===== src/rtl/tfw_pkg.sv =====
package tfw_pkg;

  typedef enum logic [3:0] {
    K_DATA, K_FEAT, K_COUNT, K_LBA0, K_LBA1, K_LBA2, K_DEV, K_CMD, K_ALT, K_SCR
  } tfw_kind_e;

  typedef enum logic [1:0] {
    S_IDLE, S_PIO_WR, S_PIO_RD, S_RESP
  } tfw_state_e;

  // Number of word offsets taken by the taskfile itself.
  localparam int unsigned TF_WORDS = 9;

  function automatic tfw_kind_e tfw_decode(input int unsigned w);
    case (w)
      0: tfw_decode = K_DATA;
      1: tfw_decode = K_FEAT;
      2: tfw_decode = K_COUNT;
      3: tfw_decode = K_LBA0;
      4: tfw_decode = K_LBA1;
      5: tfw_decode = K_LBA2;
      6: tfw_decode = K_DEV;
      7: tfw_decode = K_CMD;
      8: tfw_decode = K_ALT;
      default: tfw_decode = K_SCR;
    endcase
  endfunction

endpackage


===== src/rtl/tfw_regs.sv =====
module tfw_regs
  import tfw_pkg::*;
#(
  parameter int unsigned REG_W = 8
) (
  input  logic             clk,
  input  logic             rst_n,
  input  logic             wr_en,
  input  logic             rd_status,
  input  tfw_kind_e        kind,
  input  logic [REG_W-1:0] wbyte,
  input  logic             writable,
  input  logic             irq_set,
  output logic [REG_W-1:0] feature,
  output logic [REG_W-1:0] count,
  output logic [REG_W-1:0] lba0,
  output logic [REG_W-1:0] lba1,
  output logic [REG_W-1:0] lba2,
  output logic [REG_W-1:0] device,
  output logic             cmd_strobe,
  output logic [REG_W-1:0] cmd_byte,
  output logic             ctl_strobe,
  output logic [REG_W-1:0] ctl_byte,
  output logic             irq
);

  logic cmd_go;
  logic irq_clr;

  assign cmd_go  = wr_en && (kind == K_CMD) && writable;
  assign irq_clr = rd_status || cmd_go;

  always_ff @(posedge clk or negedge rst_n) begin
    if (!rst_n) begin
      feature    <= '0;
      count      <= '0;
      lba0       <= '0;
      lba1       <= '0;
      lba2       <= '0;
      device     <= '0;
      cmd_strobe <= 1'b0;
      cmd_byte   <= '0;
      ctl_strobe <= 1'b0;
      ctl_byte   <= '0;
    end else begin
      cmd_strobe <= cmd_go;
      ctl_strobe <= 1'b0;
      if (cmd_go) cmd_byte <= wbyte;
      if (wr_en) begin
        case (kind)
          K_FEAT:  if (writable) feature <= wbyte;
          K_COUNT: if (writable) count   <= wbyte;
          K_LBA0:  if (writable) lba0    <= wbyte;
          K_LBA1:  if (writable) lba1    <= wbyte;
          K_LBA2:  if (writable) lba2    <= wbyte;
          K_DEV:   if (writable) device  <= wbyte;
          K_ALT: begin
            ctl_strobe <= 1'b1;
            ctl_byte   <= wbyte;
          end
          default: ;
        endcase
      end
    end
  end

  // A drive event in the same cycle as a clearing access wins.
  always_ff @(posedge clk or negedge rst_n) begin
    if (!rst_n)       irq <= 1'b0;
    else if (irq_set) irq <= 1'b1;
    else if (irq_clr) irq <= 1'b0;
  end

endmodule


===== src/rtl/tfw_scratch.sv =====
module tfw_scratch #(
  parameter int unsigned WORD_W = 4,
  parameter int unsigned DATA_W = 32,
  parameter int unsigned FIRST  = 9
) (
  input  logic              clk,
  input  logic              rst_n,
  input  logic              wr_en,
  input  logic [WORD_W-1:0] word,
  input  logic [DATA_W-1:0] wdata,
  output logic [DATA_W-1:0] rdata
);

  localparam int unsigned N = 1 << WORD_W;

  logic [DATA_W-1:0] mem [N];

  for (genvar g = 0; g < N; g++) begin : g_word
    if (g >= FIRST) begin : g_live
      always_ff @(posedge clk or negedge rst_n) begin
        if (!rst_n)                                 mem[g] <= '0;
        else if (wr_en && (word == WORD_W'(g)))     mem[g] <= wdata;
      end
    end else begin : g_tied
      assign mem[g] = '0;
    end
  end

  assign rdata = mem[word];

endmodule


===== src/rtl/tfw_readmux.sv =====
module tfw_readmux
  import tfw_pkg::*;
#(
  parameter int unsigned REG_W  = 8,
  parameter int unsigned DATA_W = 32
) (
  input  tfw_kind_e         kind,
  input  logic [REG_W-1:0]  count,
  input  logic [REG_W-1:0]  lba1,
  input  logic [REG_W-1:0]  lba2,
  input  logic [REG_W-1:0]  device,
  input  logic [REG_W-1:0]  status,
  input  logic [REG_W-1:0]  error,
  input  logic [REG_W-1:0]  aux,
  input  logic [DATA_W-1:0] scratch,
  output logic [DATA_W-1:0] rdata
);

  always_comb begin
    case (kind)
      K_FEAT:        rdata = DATA_W'(error);
      K_COUNT:       rdata = DATA_W'(count);
      K_LBA0:        rdata = DATA_W'(aux);
      K_LBA1:        rdata = DATA_W'(lba1);
      K_LBA2:        rdata = DATA_W'(lba2);
      K_DEV:         rdata = DATA_W'(device);
      K_CMD, K_ALT:  rdata = DATA_W'(status);
      K_SCR:         rdata = scratch;
      default:       rdata = '0;
    endcase
  end

endmodule


===== src/rtl/ata_taskfile_window.sv =====
module ata_taskfile_window
  import tfw_pkg::*;
#(
  parameter int unsigned WORD_W = 4,
  parameter int unsigned DATA_W = 32,
  parameter int unsigned PIO_W  = 16,
  parameter int unsigned REG_W  = 8
) (
  input  logic              clk,
  input  logic              rst_n,
  input  logic              req_valid,
  output logic              req_ready,
  input  logic              req_write,
  input  logic [WORD_W-1:0] req_word,
  input  logic [DATA_W-1:0] req_wdata,
  output logic              rsp_valid,
  input  logic              rsp_ready,
  output logic [DATA_W-1:0] rsp_rdata,
  input  logic              drv_busy,
  input  logic              drv_drq,
  input  logic [REG_W-1:0]  drv_status,
  input  logic [REG_W-1:0]  drv_error,
  input  logic [REG_W-1:0]  drv_aux,
  input  logic              drv_irq_set,
  output logic              irq,
  output logic [REG_W-1:0]  tf_feature,
  output logic [REG_W-1:0]  tf_count,
  output logic [REG_W-1:0]  tf_lba0,
  output logic [REG_W-1:0]  tf_lba1,
  output logic [REG_W-1:0]  tf_lba2,
  output logic [REG_W-1:0]  tf_device,
  output logic              cmd_strobe,
  output logic [REG_W-1:0]  cmd_byte,
  output logic              ctl_strobe,
  output logic [REG_W-1:0]  ctl_byte,
  output logic              pio_wr_valid,
  input  logic              pio_wr_ready,
  output logic [PIO_W-1:0]  pio_wr_data,
  input  logic              pio_rd_valid,
  output logic              pio_rd_ready,
  input  logic [PIO_W-1:0]  pio_rd_data
);

  tfw_state_e        state;
  tfw_kind_e         kind;
  logic              accept;
  logic              reg_wr;
  logic              rd_status;
  logic              writable;
  logic [DATA_W-1:0] mux_rdata;
  logic [DATA_W-1:0] scr_rdata;

  assign kind      = tfw_decode(int'(req_word));
  assign req_ready = (state == S_IDLE);
  assign accept    = req_valid && req_ready;
  assign reg_wr    = accept && req_write && (kind != K_DATA);
  assign rd_status = accept && !req_write && (kind == K_CMD);
  assign writable  = !drv_busy && !drv_drq;

  assign rsp_valid    = (state == S_RESP);
  assign pio_wr_valid = (state == S_PIO_WR);
  assign pio_rd_ready = (state == S_PIO_RD);

  tfw_regs #(.REG_W(REG_W)) u_regs (
    .clk        (clk),
    .rst_n      (rst_n),
    .wr_en      (reg_wr),
    .rd_status  (rd_status),
    .kind       (kind),
    .wbyte      (req_wdata[REG_W-1:0]),
    .writable   (writable),
    .irq_set    (drv_irq_set),
    .feature    (tf_feature),
    .count      (tf_count),
    .lba0       (tf_lba0),
    .lba1       (tf_lba1),
    .lba2       (tf_lba2),
    .device     (tf_device),
    .cmd_strobe (cmd_strobe),
    .cmd_byte   (cmd_byte),
    .ctl_strobe (ctl_strobe),
    .ctl_byte   (ctl_byte),
    .irq        (irq)
  );

  tfw_scratch #(.WORD_W(WORD_W), .DATA_W(DATA_W), .FIRST(TF_WORDS)) u_scratch (
    .clk   (clk),
    .rst_n (rst_n),
    .wr_en (reg_wr && (kind == K_SCR)),
    .word  (req_word),
    .wdata (req_wdata),
    .rdata (scr_rdata)
  );

  tfw_readmux #(.REG_W(REG_W), .DATA_W(DATA_W)) u_mux (
    .kind    (kind),
    .count   (tf_count),
    .lba1    (tf_lba1),
    .lba2    (tf_lba2),
    .device  (tf_device),
    .status  (drv_status),
    .error   (drv_error),
    .aux     (drv_aux),
    .scratch (scr_rdata),
    .rdata   (mux_rdata)
  );

  always_ff @(posedge clk or negedge rst_n) begin
    if (!rst_n) begin
      state       <= S_IDLE;
      rsp_rdata   <= '0;
      pio_wr_data <= '0;
    end else begin
      case (state)
        S_IDLE: if (accept) begin
          if (kind == K_DATA) begin
            if (req_write) begin
              pio_wr_data <= req_wdata[PIO_W-1:0];
              state       <= S_PIO_WR;
            end else begin
              state <= S_PIO_RD;
            end
          end else begin
            rsp_rdata <= req_write ? '0 : mux_rdata;
            state     <= S_RESP;
          end
        end
        S_PIO_WR: if (pio_wr_ready) begin
          rsp_rdata <= '0;
          state     <= S_RESP;
        end
        S_PIO_RD: if (pio_rd_valid) begin
          rsp_rdata <= DATA_W'(pio_rd_data);
          state     <= S_RESP;
        end
        default: if (rsp_ready) state <= S_IDLE;
      endcase
    end
  end

endmodule


===== config.mk =====
export PLATFORM = sky130hd
export DESIGN_NAME = ata_taskfile_window
export DESIGN_NICKNAME = d
export VERILOG_FILES = /design/src/rtl/tfw_pkg.sv /design/src/rtl/tfw_regs.sv /design/src/rtl/tfw_scratch.sv /design/src/rtl/tfw_readmux.sv /design/src/rtl/ata_taskfile_window.sv
export SDC_FILE = /design/constraint.sdc
export NUM_CORES = 1
export LEC_CHECK = 0
export BUFFER_PORTS_ARGS = -buffer_cell sky130_fd_sc_hd__buf_2
export CAP_MARGIN = 10
export CORE_AREA = 3 3 207 259
export CTS_BUF_LIST = sky130_fd_sc_hd__clkbuf_8
export DETAILED_ROUTE_END_ITERATION = 8
export DIE_AREA = 0 0 210 262
export PLACE_DENSITY = 0.49
export RECOVER_POWER = 100
export SETUP_SLACK_MARGIN = 0.5
export SLEW_MARGIN = 25
export SYNTH_ARGS = -nofsm -noshare
export SYNTH_HDL_FRONTEND = slang
export SYNTH_SLANG_ARGS = --single-unit

===== constraint.sdc =====
create_clock -name clk -period 5.7 [get_ports clk]
set_input_delay 0.855 -clock clk [delete_from_list [all_inputs] [get_ports clk]]
set_output_delay 0.855 -clock clk [all_outputs]
set_load 0.005 [all_outputs]

# Word-level counts from Yosys, hierarchy flattened
# Memory sizes are Yosys's and may differ from the RTL's.
# Cells that the tools add are included.
[classes]
n_lt_le_gt_ge = 1
eq_ne = 23
muxes = 21
bitwise = 1
n_reduce_logical = 37
[ops]
columns = ["cell", "count"]
rows = [
  ["32-bit one-hot mux with 8 select lines", 1],
  ["32-bit 2-to-1 mux", 7],
  ["32-bit binary-select mux with 4-bit select", 1],
  ["32-bit one-hot mux with 3 select lines", 1],
  ["4-bit equality test, second input constant", 9],
  ["3-bit AND reduction", 6],
  ["4-bit by 3-bit equality test with 1-bit output, second input constant", 4],
  ["1-bit logical AND", 16],
  ["2-bit 2-to-1 mux", 6],
  ["4-bit by 2-bit equality test with 1-bit output, second input constant", 2],
  ["4-bit AND reduction", 2],
  ["4-bit nonzero test", 2],
  ["2-bit one-hot mux with 3 select lines", 1],
  ["5-bit greater-or-equal comparator, second input constant", 1],
  ["4-bit NOT with 5-bit output", 1],
  ["5-bit AND reduction", 1],
  ["2-bit equality test, second input constant", 2],
  ["4-bit by 1-bit equality test with 1-bit output, second input constant", 1],
  ["4-bit logical NOT", 1],
  ["1-bit 2-to-1 mux", 4],
  ["2-bit by 1-bit != test with 1-bit output, second input constant", 2],
  ["2-bit != test, second input constant", 2],
  ["1-bit logical NOT", 3],
  ["3-bit nonzero test", 1],
  ["6 further kinds", 6],
]
[totals]
regBits = 341
mem_bits_ro = 64
in_bits = 86
out_inout_bits = 119
word_cells = 105
memories = 1
[mem_list]
columns = ["memory", "depth", "word_bits", "rd", "rd_ports_with_merged_regs", "wr", "line", "text"]
rows = [
  ["(name not given)", 16, 4, 1, 0, 0, "tfw_pkg.sv:15", "case (w)"],
]

# Logic depth before layout (Yosys ltp)
[logic_depth]
word_depth = 9
ltp_mapped = 9
depth_no_buf = 7

# By module
# A second synthesis with hierarchy kept.
[hier_totals]
cells_unflattened = 1134
area_unflattened_um2 = 15902.8
[modules_own_cells]
columns = ["module", "instances", "cells_each", "area_per_inst_um2", "seq_area_each_um2"]
rows = [
  ["tfw_scratch", 1, 670, 10118.5, 5605.4],
  ["tfw_regs", 1, 149, 2539.9, 1676.6],
  ["ata_taskfile_window", 1, 193, 2409.8, 1251.2],
  ["tfw_readmux", 1, 122, 834.6, 0.0],
]

# Worst setup path before layout
# OpenSTA, ideal clock, no wires.
[synth_path]
path_kind = "in2reg"
startpoint = "input req_word[0]"
endpoint = "register rsp_rdata[6]"
setup_time_ns = 0.141
arrival_time_ns = 2.206
t_required_ns = 5.559
slack_ns = 3.353
cell_stages = 9
path_buffers = 4
path_cell_list = "buf_6 > buf_6 > buf_6 > buf_4 > mux2i_1 > nor2_1 > a221o_1 > o21ai_0 > a31oi_1"
[synth_between]
elab_chain_cells = 9
word_cells_on_any_way = 23
classes_between = "eq/ne: 10; mux: 8; bitwise: 1; reduce/logical: 3; memory: 1"
[synth_rtl]
columns = ["item", "line", "text"]
rows = [
  ["start, declared", "ata_taskfile_window.sv:14", "input logic [WORD_W-1:0] req_word,"],
  ["parallel branches: the longest is 9 deep, another holds memory read 16 x 4 bit", "--", ""],
  ["end signal, assigned", "ata_taskfile_window.sv:124", "rsp_rdata <= req_write ? '0 : mux_rdata;"],
  ["end signal, assigned", "ata_taskfile_window.sv:133", "rsp_rdata <= DATA_W'(pio_rd_data);"],
  ["end, declared", "ata_taskfile_window.sv:18", "output logic [DATA_W-1:0] rsp_rdata,"],
]
# Several ways; the timed one is not identified. The select of a mux whose other input is x is not followed.
# A chain may end at the register's enable or synchronous reset.

# Worst setup path in the final report
[layout_path]
startpoint = "register state[0]"
endpoint = "register rsp_rdata[31]"
[layout_between]
elab_chain_cells = 4
word_cells_on_any_way = 11
classes_between = "eq/ne: 6; mux: 1; reduce/logical: 4"
[layout_rtl]
columns = ["item", "line", "text"]
rows = [
  ["start, declared", "ata_taskfile_window.sv:44", "tfw_state_e state;"],
  ["start signal, assigned", "ata_taskfile_window.sv:110", "state <= S_IDLE;"],
  ["start signal, assigned", "ata_taskfile_window.sv:119", "state <= S_PIO_WR;"],
  ["start signal, assigned", "ata_taskfile_window.sv:121", "state <= S_PIO_RD;"],
  ["2-bit logical NOT", "ata_taskfile_window.sv:54, ata_taskfile_window.sv:114", ""],
  ["1-bit logical AND", "ata_taskfile_window.sv:55", "assign accept = req_valid && req_ready;"],
  ["2-bit by 1-bit != test with 1-bit output (no line)", "--", ""],
  ["5-bit AND reduction (no line)", "--", ""],
]
# Several ways; a longest one is shown, not always the timed one.

==> flow_summary.ini <==
[layout]
nets = 1368
drive_gt1_share_pct = 44.24
area_delta_synth_final_pct = 17.22
layout_common_cells = mux2_2, dfrtp_1, buf_2
final_common_cell = mux2_2
final_core_util_pct = 34.89
final_cell_area_mm2 = 0.01799
fillers = 5144

[clock_tree]
clkTransAtPathRegs_ns = 0.06
cts_sinks = 341
cts_tree = built
numCtsBuffers = 59
post-cts-setup-buffers = 0
clock_path_buffers = 3
cts_hold_buf = 0
cts-root-buf = clkbuf_8
clk_latency_ns = 0.63
htree_levels = 2
cts_resized = 0

[setup_path]
critPathKind = reg -> reg
cp-start-kind = flip-flop
required_ns = 6.24
timing.reg2reg.setup_slack_ns = 1.61
arrival_ns = 4.63
crit_fanout = 22
critPathCaptureType = flip-flop
r2r_end = rsp_rdata[31]
worstRegToRegCells = 8
worstReg2RegStart = state[0]
startpoint = state[0]

[power]
switching_share_pct = 29.03
power_density_mw_per_mm2 = 396.4
leakagePower_nw = 8.539
clockPowerShare_pct = 32.9
pwr-share-comb_pct = 21.5
p_sw_w = 0.002070
intPower_w = 0.005060
seqPwrFrac_pct = 45.6
ir_drop_v = 0.0001688
total_power_w = 0.007130

[grt]
grt_max_degree = 146
overflow = 0
first_global_vias = 10691
grt_pass1_wl_mm = 69.77
antenna_found_initial = 3
grt_use_total_pct = 16.76

[timing]
drv_slew = 230
setup_viol = 0
fmax_ghz = 0.2444
hold_viol = 0
rsz0062_at_grt = false
finalCritPeriodShare_pct = 71.78
setup_tns_ns = 0
worst_pin_slew_ns = 2.784
period_minus_slack_ns = 4.092
hold_ws_ns = 0.3991
relSlewSlack_pct = -85.60
skew_ns = 0.02876

[routing]
dr.pass1.iters = 4
drt-wirelength-per-cell_um = 23.16
viasPerCell = 4.987
drc = 0
vias = 9909
drt_wl_total_mm = 46.03
ant_nets = 0
drt_iter0_markers = 395

[run_status]
violations = max-capacitance violations, max-slew violations
status = finished, violations left

[die]
die_h_um = 262
core_area_mm2 = 0.05155
chipWidth_um = 210
start_util_pct = 29.77
pin_count = 205
std_cell_rows = 93
fp.dieArea_mm2 = 0.05502

[synthesis]
synth_async_sr_flop_share_pct = 100.0
syn_avg_cell_area_um2 = 14.26
synth_top_cell_by_area = dfrtp_1
syn_nets = 1166
synth_area_leaders = dfrtp_1, mux2_2, mux4_2, a22oi_1, nor2_1
synth_seq_cells = 341
ys_seq_area_share_pct = 55.61
ys_types = 51
netlist_instances = 1076
synth.top_cell.area_share_pct = 55.61
synth_edf_count = 0
yosys_warnings = 0
ys.flop_type = dfrtp_1
netlist_area_mm2 = 0.01534

[min_path]
worstHoldStart = drv_irq_set
hold_path_end = u_regs.irq
hold_path.class = in -> reg
whs_path_depth = 2

[placement]
dp_hpwl_mm = 29.81
finalWeightedCongestion = 0.7277
placed_cell_area_mm2 = 0.01701
io_buffers = 204

[job]
drv_cap = 8
-- synth_stat cells, types with 8 or more instances --
cell type  count
a21oi_1       30
a221oi_1       8
a22oi_1       33
a31oi_1        8
buf_2         33
buf_4         13
clkbuf_1      20
dfrtp_1      341
mux2_2       343
mux4_2        32
nand2_1       29
nor2_1        45
nor2b_1       12
nor3_1         8
o21ai_0       17
o2bb2ai_1     16
-- metrics by stage --
stage | worst slack [ns] | instances
2_1_floorplan | 3.353 | 1076
3_3_place_gp | 1.969 | 1880
3_5_place_dp | 1.973 | 1882
4_1_cts | 2.537 | 1985
5_1_grt | 1.235 | 1986
6_report | 1.608 | 1987
-- cells by family (layout without fill, tap and decap cells) --
group / Yosys count / after routing / share of synthesized area, %
AO/OA/AOI/OAI: 137 / 137 / 6.344
adder cells (fa/ha/maj): 4 / 4 / 0.3262
buffers and inverters: 82 / 326 / 2.944
flip-flops: 341 / 341 / 55.61
multiplexers: 382 / 382 / 30.34
other: 0 / 2 / 0
AND/OR/NAND/NOR: 130 / 130 / 4.436
-- per-layer routing --
metal	track usage [%]	vias up	routed length, µm
li1	-	4382	-
met1	20.62	5221	18830
met2	29.17	221	23530
met3	3.427	83	2258
met4	6.277	2	1389
met5	0	-	13
-- worst max-delay path, cell delays in order, from the launching register on --
cell and delay [ns]:
dfrtp_1 0.40, inv_1 0.08, ha_1 0.33, or2b_1 0.29, o221ai_1 0.29, nor3b_1 1.34, buf_4 0.48, nand2_1 0.49
o2bb2ai_1 0.29
-- worst max-delay path by stage --
| stage | end | depth (start not counted) |
|---|---|---|
| CTS | rsp_rdata[16] | 8 |
| finish | rsp_rdata[31] | 8 |
| floorplan | rsp_rdata[6] | 9 |
| global placement | rsp_rdata[5] | 7 |
| global route | rsp_rdata[27] | 8 |
| detailed placement | rsp_rdata[5] | 7 |
-- power groups by stage --
stage / sequential, W / combinational [W] / clock, W
3_5_place_dp: 0.00329 / 0.00161 / 0
3_3_place_gp: 0.00327 / 0.00158 / 0
5_1_grt: 0.00332 / 0.00169 / 0.00256
6_report: 0.00325 / 0.00153 / 0.00235
4_1_cts: 0.00325 / 0.00161 / 0.00245
2_1_floorplan: 0.00322 / 0.00103 / 0
-- area by class of cell --
| cell class | count | area, µm² | area share, % |
|---|---|---|---|
| Antenna cell | 2 | 5.005 | 0.02782 |
| Clock buffer | 77 | 1060 | 5.892 |
| Clock inverter | 26 | 182.7 | 1.016 |
| Inverter | 6 | 22.52 | 0.1252 |
| Multi-Input combinational cell | 653 | 6292 | 34.98 |
| Sequential cell | 341 | 8533 | 47.44 |
| Tap cell | 665 | 832.0 | 4.626 |
| Timing Repair Buffer | 217 | 1060 | 5.892 |
-- registers in the layout (all words and copies together) (netlist names) --
| name | flops |
|---|---|
| u_scratch.mem | 224 |
| u_regs.irq | 1 |
| pio_wr_data | 16 |
| u_regs.ctl_byte | 8 |
| u_regs.feature | 8 |
| u_regs.count | 8 |
| rsp_rdata | 32 |
| u_regs.lba2 | 8 |
| u_regs.cmd_strobe | 1 |
| u_regs.lba1 | 8 |
| u_regs.ctl_strobe | 1 |
| u_regs.device | 8 |
| state | 2 |
| u_regs.lba0 | 8 |
| u_regs.cmd_byte | 8 |
(Power assumes the default switching activity.)
